===== src/rtl/irq2b_pkg.sv =====
package irq2b_pkg;
    localparam int BANK_W_DEF = 24;
    localparam int ADDR_W_DEF = 6;
    localparam int DATA_W_DEF = 32;
    // bits that have an event source; 0 = no source, bit reads zero
    localparam logic [BANK_W_DEF-1:0] IMPL_LO_DEF = 24'hE9FFDF;
    localparam logic [BANK_W_DEF-1:0] IMPL_HI_DEF = 24'hFEFFFB;

    typedef enum logic [0:0] {
        REQ_QUIET  = 1'b0,
        REQ_RAISED = 1'b1
    } req_state_e;
endpackage


===== src/rtl/irq2b_bank.sv =====
module irq2b_bank #(
    parameter int              W    = 24,
    parameter logic [W-1:0]    IMPL = '1
) (
    input  logic         clk,
    input  logic         rst_n,
    input  logic [W-1:0] evt,
    input  logic         clr_we,
    input  logic         mask_we,
    input  logic [W-1:0] wdata,
    output logic [W-1:0] status,
    output logic [W-1:0] mask,
    output logic         pending
);
    logic [W-1:0] status_d;

    for (genvar i = 0; i < W; i++) begin : g_bit
        if (IMPL[i]) begin : g_src
            assign status_d[i] = evt[i] | (status[i] & ~(clr_we & wdata[i]));
        end else begin : g_nosrc
            assign status_d[i] = 1'b0;
        end
    end

    always_ff @(posedge clk or negedge rst_n) begin
        if (!rst_n) status <= '0;
        else        status <= status_d;
    end

    always_ff @(posedge clk or negedge rst_n) begin
        if (!rst_n)       mask <= '1;
        else if (mask_we) mask <= wdata;
    end

    assign pending = |(status & ~mask);


    nosrc_zero_chk: assert property (@(posedge clk) disable iff (!rst_n)
        (status & ~IMPL) == '0);


    evt_latch_chk: assert property (@(posedge clk) disable iff (!rst_n)
        1'b1 |=> ((status & $past(evt & IMPL)) == $past(evt & IMPL)));


    w1c_clear_chk: assert property (@(posedge clk) disable iff (!rst_n)
        clr_we |=> ((status & $past(wdata & ~evt)) == '0));


    zero_keep_chk: assert property (@(posedge clk) disable iff (!rst_n)
        1'b1 |=> (($past(status) & ~$past(clr_we ? wdata : '0) & ~status) == '0));


    mask_hold_chk: assert property (@(posedge clk) disable iff (!rst_n)
        !mask_we |=> $stable(mask));
endmodule


===== src/rtl/irq2b_regport.sv =====
module irq2b_regport #(
    parameter int ADDR_W  = 6,
    parameter int DATA_W  = 32,
    parameter int W       = 24,
    parameter int OFF_S0  = 0,
    parameter int OFF_M0  = 1,
    parameter int OFF_S1  = 3,
    parameter int OFF_M1  = 4
) (
    input  logic              clk,
    input  logic              rst_n,
    input  logic              wr_en,
    input  logic              rd_en,
    input  logic [ADDR_W-1:0] reg_addr,
    input  logic [DATA_W-1:0] wr_data,
    input  logic [W-1:0]      status0,
    input  logic [W-1:0]      mask0,
    input  logic [W-1:0]      status1,
    input  logic [W-1:0]      mask1,
    output logic [1:0]        clr_we,
    output logic [1:0]        mask_we,
    output logic [W-1:0]      wdata,
    output logic [DATA_W-1:0] rd_data
);
    localparam int PAD_W = DATA_W - W;

    logic [W-1:0] rd_sel;
    logic         unused_wr_hi;

    assign wdata        = wr_data[W-1:0];
    assign unused_wr_hi = ^wr_data[DATA_W-1:W];

    always_comb begin
        clr_we  = 2'b00;
        mask_we = 2'b00;
        if (wr_en) begin
            if (reg_addr == ADDR_W'(OFF_S0)) clr_we[0]  = 1'b1;
            if (reg_addr == ADDR_W'(OFF_M0)) mask_we[0] = 1'b1;
            if (reg_addr == ADDR_W'(OFF_S1)) clr_we[1]  = 1'b1;
            if (reg_addr == ADDR_W'(OFF_M1)) mask_we[1] = 1'b1;
        end
    end

    always_comb begin
        rd_sel = '0;
        if (reg_addr == ADDR_W'(OFF_S0)) rd_sel = status0;
        if (reg_addr == ADDR_W'(OFF_M0)) rd_sel = mask0;
        if (reg_addr == ADDR_W'(OFF_S1)) rd_sel = status1;
        if (reg_addr == ADDR_W'(OFF_M1)) rd_sel = mask1;
    end

    always_ff @(posedge clk or negedge rst_n) begin
        if (!rst_n)     rd_data <= '0;
        else if (rd_en) rd_data <= {{PAD_W{1'b0}}, rd_sel};
    end


    upper_zero_chk: assert property (@(posedge clk) disable iff (!rst_n)
        rd_data[DATA_W-1:W] == '0);


    rd_hold_chk: assert property (@(posedge clk) disable iff (!rst_n)
        !rd_en |=> $stable(rd_data));
endmodule


===== src/rtl/irq2b_req_fsm.sv =====
module irq2b_req_fsm
    import irq2b_pkg::*;
(
    input  logic clk,
    input  logic rst_n,
    input  logic pending_any,
    output logic irq_req
);
    req_state_e state_q, state_d;

    always_ff @(posedge clk or negedge rst_n) begin
        if (!rst_n) state_q <= REQ_QUIET;
        else        state_q <= state_d;
    end

    always_comb begin
        state_d = state_q;
        unique case (state_q)
            REQ_QUIET:  if (pending_any)  state_d = REQ_RAISED;
            REQ_RAISED: if (!pending_any) state_d = REQ_QUIET;
        endcase
    end

    always_comb begin
        irq_req = (state_q == REQ_RAISED);
    end


    req_rise_chk: assert property (@(posedge clk) disable iff (!rst_n)
        $rose(irq_req) |-> $past(pending_any));


    req_fall_chk: assert property (@(posedge clk) disable iff (!rst_n)
        $fell(irq_req) |-> !$past(pending_any));


    req_follow_chk: assert property (@(posedge clk) disable iff (!rst_n)
        pending_any |=> irq_req);
endmodule


===== src/rtl/irq2b_ctrl.sv =====
module irq2b_ctrl
    import irq2b_pkg::*;
#(
    parameter int                   BANK_W  = BANK_W_DEF,
    parameter int                   ADDR_W  = ADDR_W_DEF,
    parameter int                   DATA_W  = DATA_W_DEF,
    parameter logic [BANK_W-1:0]    IMPL_LO = IMPL_LO_DEF,
    parameter logic [BANK_W-1:0]    IMPL_HI = IMPL_HI_DEF
) (
    input  logic              clk,
    input  logic              rst_n,
    input  logic [BANK_W-1:0] evt_lo_i,
    input  logic [BANK_W-1:0] evt_hi_i,
    input  logic              wr_en,
    input  logic              rd_en,
    input  logic [ADDR_W-1:0] reg_addr,
    input  logic [DATA_W-1:0] wr_data,
    output logic [DATA_W-1:0] rd_data,
    output logic              irq_req
);
    localparam int NBANK = 2;

    logic [NBANK-1:0][BANK_W-1:0] evt_arr;
    logic [NBANK-1:0][BANK_W-1:0] status_arr;
    logic [NBANK-1:0][BANK_W-1:0] mask_arr;
    logic [NBANK-1:0]             pend_arr;
    logic [NBANK-1:0]             clr_we;
    logic [NBANK-1:0]             mask_we;
    logic [BANK_W-1:0]            wdata;

    assign evt_arr = {evt_hi_i, evt_lo_i};

    for (genvar b = 0; b < NBANK; b++) begin : g_bank
        irq2b_bank #(
            .W    (BANK_W),
            .IMPL ((b == 0) ? IMPL_LO : IMPL_HI)
        ) u_bank (
            .clk     (clk),
            .rst_n   (rst_n),
            .evt     (evt_arr[b]),
            .clr_we  (clr_we[b]),
            .mask_we (mask_we[b]),
            .wdata   (wdata),
            .status  (status_arr[b]),
            .mask    (mask_arr[b]),
            .pending (pend_arr[b])
        );
    end

    irq2b_regport #(
        .ADDR_W (ADDR_W),
        .DATA_W (DATA_W),
        .W      (BANK_W)
    ) u_port (
        .clk      (clk),
        .rst_n    (rst_n),
        .wr_en    (wr_en),
        .rd_en    (rd_en),
        .reg_addr (reg_addr),
        .wr_data  (wr_data),
        .status0  (status_arr[0]),
        .mask0    (mask_arr[0]),
        .status1  (status_arr[1]),
        .mask1    (mask_arr[1]),
        .clr_we   (clr_we),
        .mask_we  (mask_we),
        .wdata    (wdata),
        .rd_data  (rd_data)
    );

    irq2b_req_fsm u_req (
        .clk         (clk),
        .rst_n       (rst_n),
        .pending_any (|pend_arr),
        .irq_req     (irq_req)
    );


    masked_quiet_chk: assert property (@(posedge clk) disable iff (!rst_n)
        (((status_arr[0] & ~mask_arr[0]) == '0) && ((status_arr[1] & ~mask_arr[1]) == '0)
         && (evt_arr == '0) && !wr_en) |=> !irq_req);
endmodule


===== config.mk =====
export PLATFORM = sky130hd
export DESIGN_NAME = irq2b_ctrl
export DESIGN_NICKNAME = d
export VERILOG_FILES = /design/src/rtl/irq2b_pkg.sv /design/src/rtl/irq2b_bank.sv /design/src/rtl/irq2b_regport.sv /design/src/rtl/irq2b_req_fsm.sv /design/src/rtl/irq2b_ctrl.sv
export SDC_FILE = /design/constraint.sdc
export NUM_CORES = 1
export LEC_CHECK = 0
export BUFFER_PORTS_ARGS = -buffer_cell sky130_fd_sc_hd__buf_4
export CAP_MARGIN = 30
export CORE_MARGIN = 4
export CORE_UTILIZATION = 50
export DETAILED_ROUTE_END_ITERATION = 10
export GPL_ROUTABILITY_DRIVEN = 0
export GPL_TIMING_DRIVEN = 1
export PLACE_DENSITY = 0.75
export SLEW_MARGIN = 20
export SYNTH_ARGS = -nofsm -noshare
export SYNTH_HDL_FRONTEND = slang
export SYNTH_SLANG_ARGS = --single-unit

===== constraint.sdc =====
create_clock -name clk -period 2.8 [get_ports clk]
set_input_delay 0.56 -clock clk [delete_from_list [all_inputs] [get_ports clk]]
set_output_delay 0.56 -clock clk [all_outputs]
set_load 0.005 [all_outputs]

# Word level (Yosys, flattened, before mapping)
# Cells that the tools add are included.
dict set report word_totals {
  register_bits 115
}
dict set report op_classes {
  n_mux 11
  n_eq_ne 3
  bitwise 172
  reduce_logical 2
}
# op n
set ops {}
lappend ops {{two-way mux 24 bit} 4}
lappend ops {{bitwise AND 1 bit} 84}
lappend ops {{bitwise AND 24 bit} 2}
lappend ops {{NOT 24 bit} 2}
lappend ops {{OR reduction 48 bit} 1}
lappend ops {{NOT 1 bit} 42}
lappend ops {{bitwise OR 1 bit} 42}
lappend ops {{== test 6 x 1 -> 1 bit, second input constant} 1}
lappend ops {{== test 6 x 2 -> 1 bit, second input constant} 1}
lappend ops {{== test 6 x 3 -> 1 bit, second input constant} 1}
lappend ops {{zero test 6 bit} 1}
lappend ops {{two-way mux 1 bit} 5}
lappend ops {{two-way mux 2 bit} 2}

# Logic depth before layout (Yosys ltp)
# Gate-level depths: netlist (run 1).
dict set report logic_depth {
  depth_word 7
  mapped_depth 6
  depth_no_buf 4
}

# Modules after synthesis
# Synthesis (run 1) repeated with hierarchy kept, for this count alone.
dict set report unflattened {
  cells_unflattened 524
  area_unflattened_um2 6003.3
}
# module instances area_per_inst_um2 cells_per_inst
set by_module_without_submodules {}
lappend by_module_without_submodules {irq2b_regport 1 2225.9 208}
lappend by_module_without_submodules {{irq2b_bank (g_bank[1].u_bank)} 1 1918.1 159}
lappend by_module_without_submodules {{irq2b_bank (g_bank[0].u_bank)} 1 1828.0 155}
lappend by_module_without_submodules {irq2b_req_fsm 1 25.0 1}
lappend by_module_without_submodules {irq2b_ctrl 1 6.3 1}

# Worst setup path after synthesis (run 1)
# OpenSTA, ideal clock, no wires.
dict set report synth_path {
  kind {input-to-reg}
  startpoint {in reg_addr[2]}
  endpoint {reg g_bank[0].u_bank.mask[10]}
  path_buffers 2
  t_required_ps 2718
  t_arrival_ps 2028
  slack_ps 689
  setup_ps 82
  stages 6
  cell_sequence {buf_2 -> or4_4 -> nor2_8 -> nand3_4 -> buf_6 -> mux2_4}
}
dict set report synth_between {
  elab_chain_len 3
}
# element line
set synth_lines {}
lappend synth_lines {{start: declaration} irq2b_ctrl.sv:16} ;# input logic [ADDR_W-1:0] reg_addr,
lappend synth_lines {{== test 6 x 1 -> 1 bit} irq2b_regport.sv:38} ;# if (reg_addr == ADDR_W'(OFF_M0)) mask_we[0] = 1'b1;
lappend synth_lines {{two-way mux 1 bit} irq2b_regport.sv:38}
lappend synth_lines {{two-way mux 2 bit} irq2b_regport.sv:36} ;# if (wr_en) begin
lappend synth_lines {{end signal: assignment} irq2b_bank.sv:32} ;# else if (mask_we) mask <= wdata;
lappend synth_lines {{end: declaration} irq2b_bank.sv:12} ;# output logic [W-1:0] mask,
# Every way passes these cells.
# A chain may end at the register's enable or synchronous reset.

# Worst setup path in the final report (run 1)
dict set report layout_path {
  startpoint {in reg_addr[3]}
  endpoint {reg u_port.rd_data[21]}
}
dict set report layout_between {
  elab_chain_len 5
  word_cells_on_any_way 8
  cone_classes {eq/ne (3); mux (4); reduce/logical (1)}
}
# element line
set layout_lines {}
lappend layout_lines {{zero test 6 bit} irq2b_regport.sv:46} ;# if (reg_addr == ADDR_W'(OFF_S0)) rd_sel = status0;
lappend layout_lines {{two-way mux 24 bit} irq2b_regport.sv:46}
lappend layout_lines {{two-way mux 24 bit} irq2b_regport.sv:47} ;# if (reg_addr == ADDR_W'(OFF_M0)) rd_sel = mask0;
lappend layout_lines {{two-way mux 24 bit} irq2b_regport.sv:48} ;# if (reg_addr == ADDR_W'(OFF_S1)) rd_sel = status1;
lappend layout_lines {{two-way mux 24 bit (*)} irq2b_regport.sv:49} ;# if (reg_addr == ADDR_W'(OFF_M1)) rd_sel = mask1;
lappend layout_lines {{end signal: assignment} irq2b_regport.sv:54} ;# else if (rd_en) rd_data <= {{PAD_W{1'b0}}, rd_sel};
lappend layout_lines {{end: declaration} irq2b_regport.sv:23} ;# output logic [DATA_W-1:0] rd_data
# Every way passes the cells marked *; elsewhere a longest branch is shown, timed or not.

==> flow_summary_export.csv, run 1 <==
group,metric,value,unit
setup_path,cp_max_fo,16,
sta,post-route-period-util,73.14,%
sta,setup_violations,0,
global_routing,antenna_found_initial,0,
die,core_area,10510,sq um
logic_synthesis,synth_seq_cells,115,
logic_synthesis,synth-edff-count,0,
logic_synthesis,ys_types,36,
sta,setup_slack,0.7521,ns
flow_run,cap_violations,0,
sta,rsz0062_at_grt,"no",
logic_synthesis,ys_async_sr_fraction,100.0,%
global_routing,grt_use_total,23.70,%
power_and_ir_drop,clkPwrFrac,49.6,%
cts,cts_tree,"yes",
logic_synthesis,yosysWarnings,0,
logic_synthesis,syn_inst,489,
cts,cts_setup_buffers,0,
final_layout,layout-drive-gt1-share,41.75,%
placed_design,dpl.hpwl,9.692,mm
logic_synthesis,seq_area_frac_synth,53.60,%
setup_path,reg2reg_from,"g_bank[0].u_bank.mask[9]",
setup_path,reg2reg_to,"u_req.irq_req",
routing,drt_wl_total,14.48,mm
min_path,hold_path.class,"input pin to asynchronous set/reset pin",
final_layout,regArea,2938,sq um
cts,cts.repair.resized,0,
routing,drcViolationCount,0,
power_and_ir_drop,powerDensity,672.1,nW/um^2
placed_design,place_ws,0.3353,ns
global_routing,grt_max_degree,56,
power_and_ir_drop,vdd_ir_drop_max,323.6,uV
setup_path,cp.arrival,2.42,ns
setup_path,crit_start,"reg_addr[3]",
power_and_ir_drop,switching_share,21.52,%
final_layout,layout_commonest_cell,"buf_4",
logic_synthesis,netlist_area,5482,sq um
sta,min_period,2.048,ns
placed_design,port_buffers,100,
setup_path,end_kind,"register",
sta,maxSlewViolCount,0,
routing,vias,4296,
power_and_ir_drop,total_leakage_power,3.136,nW
routing,antenna_left,0,
setup_path,cp-start-kind,"input pin",
final_layout,antenna_cells,0,
cts,cts_root_buf,"clkbuf_8",
final_layout,final_cell_mix,"buf_4 (108), dfrtp_1 (67), nand2_1 (60)",
cts,htree_num_levels,4,
final_layout,multi_input_area,2233,sq um
setup_path,criticalPathCategory,"input pin to register",
final_layout,nFillCells,772,
power_and_ir_drop,finalPower,4.704,mW
global_routing,grt_remaining_overflow,0,
power_and_ir_drop,comb_power_share,9.4,%
power_and_ir_drop,pwr-share-seq,41.0,%
logic_synthesis,synthFlopType,"dfrtp_1",
sta,hold_viol_final,0,
logic_synthesis,syn_area_per_cell,11.21,sq um
die,die_x,112.7,um
cts,cts_hold_buf,0,
sta,fmax,488.3,MHz
final_layout,final_util,66.59,%
setup_path,reg2reg_slack,1.23,ns
sta,final.setup.tns,0,ns
die,ios,123,
sta,tightest_slew,0.7155,ns
die,dieArea,12700,sq um
final_layout,area_growth,27.66,%
cts,cts_buffers,17,
cts,cts_buffer_depth,2,
power_and_ir_drop,power_switching,1.012,mW
sta,fin_skew,0.006430,ns
final_layout,nets,683,
global_routing,grt_pass1_vias,4510,
routing,avgRoutedWirePerCell,19.51,um
setup_path,crit_required,3.17,ns
cts,cts.clk_slew.worst_paths,0.06,ns
outcome,outcome,"finished clean",
global_routing,grt_pass1_wl,23.39,mm
setup_path,rr_worst_depth,4,
routing,drt_iter0_markers,261,
cts,cts.sink_count,115,
die,die_h,112.7,um
cts,clk_latency,0.52,ns
die,start_util,52.16,%
power_and_ir_drop,p_int,3.691,mW
routing,viasPerCell,5.790,
sta,slew-limit-headroom,52.13,%
die,rows,37,
setup_path,cp-endpoint,"u_port.rd_data[21]",
routing,drtPass1Iterations,6,
[flip-flops by register name (all words and copies together) (netlist names)]
signal / cells
g_bank.u_bank.mask: 48
g_bank.u_bank.status: 42
u_port.rd_data: 24
u_req.irq_req: 1
[per-layer routing]
layer | share of wire [%] | wire (um) | vias to the layer above | global-route usage [%]
li1 | - | - | 1924 | -
met1 | 40 | 5820 | 2131 | 29.96
met2 | 50 | 7231 | 204 | 38.98
met3 | 7.5 | 1082 | 37 | 5.989
met4 | 2.4 | 346 | 0 | 9.776
met5 | 0 | 0 | - | 0
[cells by family (layout without fill, tap and decap cells)]
group                  count (synthesis)  count (layout)  synth area share (%)
and+or+nand+nor                      101             101                 9.655
DFF                                  115             115                 53.60
other                                  1               8               0.06841
muxes                                 59              59                 13.44
AOI/OAI and AO/OA                    137             137                 16.94
buffers and inverters                 76             186                 6.300
[cells in the mapped netlist, types with 2 or more instances]
| cell type | count | share of area [%] |
|---|---|---|
| o2bb2ai_1 | 2 | 0.32 |
| dfrtp_1 | 67 | 31 |
| o2111ai_1 | 5 | 0.80 |
| a21oi_1 | 6 | 0.55 |
| nand2_1 | 60 | 4.1 |
| o22ai_1 | 27 | 3.1 |
| a221oi_1 | 16 | 2.6 |
| nor2_1 | 8 | 0.55 |
| o21ai_0 | 31 | 2.8 |
| nor4_1 | 4 | 0.46 |
| a22oi_1 | 6 | 0.82 |
| buf_6 | 2 | 0.41 |
| dfstp_2 | 48 | 23 |
| mux2i_1 | 2 | 0.37 |
| nand2b_1 | 17 | 1.9 |
| buf_4 | 8 | 1.1 |
| a21o_1 | 42 | 5.8 |
| inv_1 | 44 | 3.0 |
| buf_2 | 12 | 1.1 |
| mux2_2 | 37 | 7.6 |
| clkbuf_1 | 10 | 0.68 |
| a31oi_1 | 2 | 0.23 |
| mux2_4 | 20 | 5.5 |
[power groups by stage]
| stage | clock network (mW) | registers (mW) | logic, mW |
|---|---|---|---|
| floorplan | 0 | 1.92 | 0.240 |
| global placement | 0 | 1.94 | 0.427 |
| detailed placement | 0 | 1.95 | 0.440 |
| CTS | 2.37 | 1.93 | 0.445 |
| global route | 2.44 | 1.94 | 0.482 |
| finish | 2.33 | 1.93 | 0.441 |
[worst min path at each step]
| stage | startpoint | end | cells past startpoint |
|---|---|---|---|
| after floorplan | rst_n | g_bank[0].u_bank.status[0] | 0 |
| after global placement | g_bank[0].u_bank.status[6] | g_bank[0].u_bank.status[6] | 1 |
| after detailed placement | g_bank[0].u_bank.status[7] | g_bank[0].u_bank.status[7] | 1 |
| after global routing | rst_n | u_port.rd_data[19] | 1 |
| final | rst_n | u_port.rd_data[19] | 1 |
| after CTS | rst_n | g_bank[1].u_bank.status[1] | 1 |
[critical path, cell delays in order]
cell and delay [ns]:
buf_4 0.11, or3_4 0.41, or4b_1 0.85, o21ai_0 0.35, o22ai_1 0.13
[metrics by stage]
| stage | hold WS [ns] | std cells | instance area, sq um |
|---|---|---|---|
| 2_1_floorplan | 0.2644 | 496 | 5508 |
| 3_3_place_gp | 0.4637 | 710 | 6357 |
| 3_5_place_dp | 0.4664 | 710 | 6357 |
| 4_1_cts | 0.01373 | 742 | 6998 |
| 5_1_grt | 0.03333 | 742 | 6998 |
| 6_report | 0.01650 | 742 | 6998 |
[area by class of cell]
cell class                      count  share of cell area [%]
Multi-Input combinational cell    305                   31.91
Clock inverter                     10                   2.539
Clock buffer                       22                   6.615
Sequential cell                   115                   41.98
Tap cell                          136                   2.432
Timing Repair Buffer              110                   12.16
Inverter                           44                   2.360
Note: power is estimated with default switching activity, not from simulation.
==> run 2: changes to the inputs <==
Clock period 2.8 ns to 1.9 ns, I/O delays scaled along.
==> flow_summary_export.csv, run 2 (synthesis results as in run 1) <==
group,metric,value,unit
power_and_ir_drop,vdd_ir_drop_max,480.6,uV
sta,setup_slack,0.2975,ns
global_routing,grt_max_degree,50,
die,die_h,112.7,um
global_routing,grt_remaining_overflow,0,
flow_run,cap_violations,0,
cts,cts_buffer_depth,2,
final_layout,top_register,"g_bank.u_bank.mask",
power_and_ir_drop,power_switching,1.547,mW
cts,cts.clk_slew.worst_paths,0.06,ns
routing,viasPerCell,5.676,
placed_design,dp_cells,719,
sta,post-route-period-util,84.34,%
cts,cts_buffers,17,
routing,drcViolationCount,0,
final_layout,final_cells,753,
die,rows,37,
placed_design,place_ws,-0.2108,ns
min_path,hold_path.class,"input pin to register",
power_and_ir_drop,total_leakage_power,3.182,nW
setup_path,reg2reg_to,"u_req.irq_req",
sta,min_period,1.603,ns
sta,setup_violations,0,
final_layout,nets,694,
die,dieArea,12700,sq um
final_layout,top_regs,"g_bank.u_bank.mask x48, g_bank.u_bank.status x42, u_port.rd_data x24",
cts,htree_num_levels,4,
routing,drt_iter0_markers,206,
setup_path,reg2reg_slack,0.31,ns
setup_path,cp.arrival,1.99,ns
power_and_ir_drop,p_int,4.991,mW
power_and_ir_drop,pwr-share-seq,43.5,%
global_routing,antenna_found_initial,0,
sta,fmax,624.0,MHz
final_layout,nFillCells,769,
power_and_ir_drop,comb_power_share,10.2,%
global_routing,grt_pass1_vias,4490,
final_layout,layout-drive-gt1-share,42.63,%
min_path,min-delay-start,"evt_lo_i[13]",
power_and_ir_drop,clkPwrFrac,46.3,%
final_layout,antenna_cells,0,
final_layout,final_util,67.67,%
routing,avgRoutedWirePerCell,19.34,um
global_routing,grt_use_total,24.16,%
die,start_util,52.16,%
min_path,min_delay_path_depth,2,
setup_path,rr_worst_depth,4,
placed_design,port_buffers,100,
placed_design,dpl.hpwl,10.10,mm
sta,rsz0062_at_grt,"no",
final_layout,largest_reg_flops,48,
final_layout,layout_commonest_cell,"buf_4",
cts,cts_tree,"yes",
setup_path,reg2reg_from,"g_bank[1].u_bank.mask[20]",
final_layout,final_cell_mix,"buf_4 (109), dfrtp_1 (67), nand2_1 (60)",
setup_path,crit_required,2.29,ns
sta,hold_viol_final,0,
routing,vias,4274,
setup_path,criticalPathCategory,"input pin to register",
power_and_ir_drop,powerDensity,919.3,nW/um^2
routing,drtPass1Iterations,6,
min_path,min_delay_worst_endpoint,"g_bank[0].u_bank.status[13]",
routing,drt_wl_total,14.57,mm
setup_path,end_kind,"register",
power_and_ir_drop,switching_share,23.66,%
die,core_area,10510,sq um
setup_path,cp-start-kind,"input pin",
sta,fin_skew,0.007560,ns
die,ios,123,
final_layout,area_growth,29.74,%
cts,cts.sink_count,115,
cts,cts_root_buf,"clkbuf_8",
die,die_x,112.7,um
cts,clk_latency,0.53,ns
setup_path,cp_max_fo,16,
sta,maxSlewViolCount,0,
routing,antenna_left,0,
outcome,outcome,"finished clean",
global_routing,grt_pass1_wl,23.70,mm
-- run 2: cell types whose count changed in the layout (fill, tap and decap cells not counted) --
| cell | change |
|---|---|
| clkinv_4 | +3 |
| inv_6 | +1 |
| clkbuf_1 | -1 |
| bufinv_16 | -3 |
| clkinv_2 | +1 |
| clkinvlp_4 | +1 |
| dlygate4sd3_1 | +2 |
| buf_4 | +1 |
| clkbuf_8 | -2 |
| buf_12 | +8 |
-- run 2: layer usage --
layer	global-route usage [%]	up-vias	wire length, um	share of wire [%]
met5	0	-	0	0
met4	9.856	0	378	2.6
met3	6.898	33	915	6.3
met2	38.59	162	7234	50
met1	31.08	2139	6036	41
li1	-	1940	-	-
-- run 2: area by class of cell --
type | count | area, sq um | area share [%]
clock inverter | 13 | 135.1 | 1.900
tap | 136 | 170.2 | 2.393
inverter | 44 | 165.2 | 2.322
timing repair buffer | 121 | 1039 | 14.60
clock buffer | 19 | 431.7 | 6.070
sequential | 115 | 2938 | 41.31
multi-input combinational | 305 | 2233 | 31.40
-- run 2: metrics by stage --
stage,power [mW],TNS [ns],hold slack [ns],area [sq um]
after floorplan,3.188,0,0.08441,5509
after global placement,3.503,-4.902,0.3288,6525
after detailed placement,3.542,-6.755,0.3337,6525
after CTS,6.583,0,0.005855,7102
after global routing,6.789,0,0.001995,7112
final,6.538,0,0.02667,7112
-- run 2: worst max-delay path by stage --
stage                              start            endpoint  slack, ns  depth (start not counted)
2_1_floorplan                reg_addr[3]  u_port.rd_data[12]       0.02                          5
3_3_place_gp                 reg_addr[3]  u_port.rd_data[10]      -0.13                          6
3_5_place_dp                 reg_addr[3]  u_port.rd_data[15]      -0.21                          6
4_1_cts        g_bank[1].u_bank.mask[20]       u_req.irq_req       0.32                          4
5_1_grt        g_bank[1].u_bank.mask[20]       u_req.irq_req       0.23                          4
6_report                     reg_addr[3]  u_port.rd_data[15]       0.30                          6
-- run 2: worst max-delay path, stage by stage --
cell,delay [ns]
buf_4,0.11
or3_4,0.42
or4b_1,0.51
buf_4,0.22
o21ai_0,0.22
o22ai_1,0.12
-- run 2: power groups by stage --
stage / Sequential (mW) / Combinational (mW) / Clock (mW)
after CTS: 2.84 / 0.673 / 3.07
after detailed placement: 2.88 / 0.666 / 0
after global placement: 2.86 / 0.642 / 0
after floorplan: 2.84 / 0.353 / 0
after global routing: 2.86 / 0.731 / 3.19
final: 2.85 / 0.669 / 3.02
-- run 2: repair_timing --
action                    CTS  global route
resized for setup           0             0
setup buffers               0             0
hold endpoints to repair   16             1
hold buffers                1             1
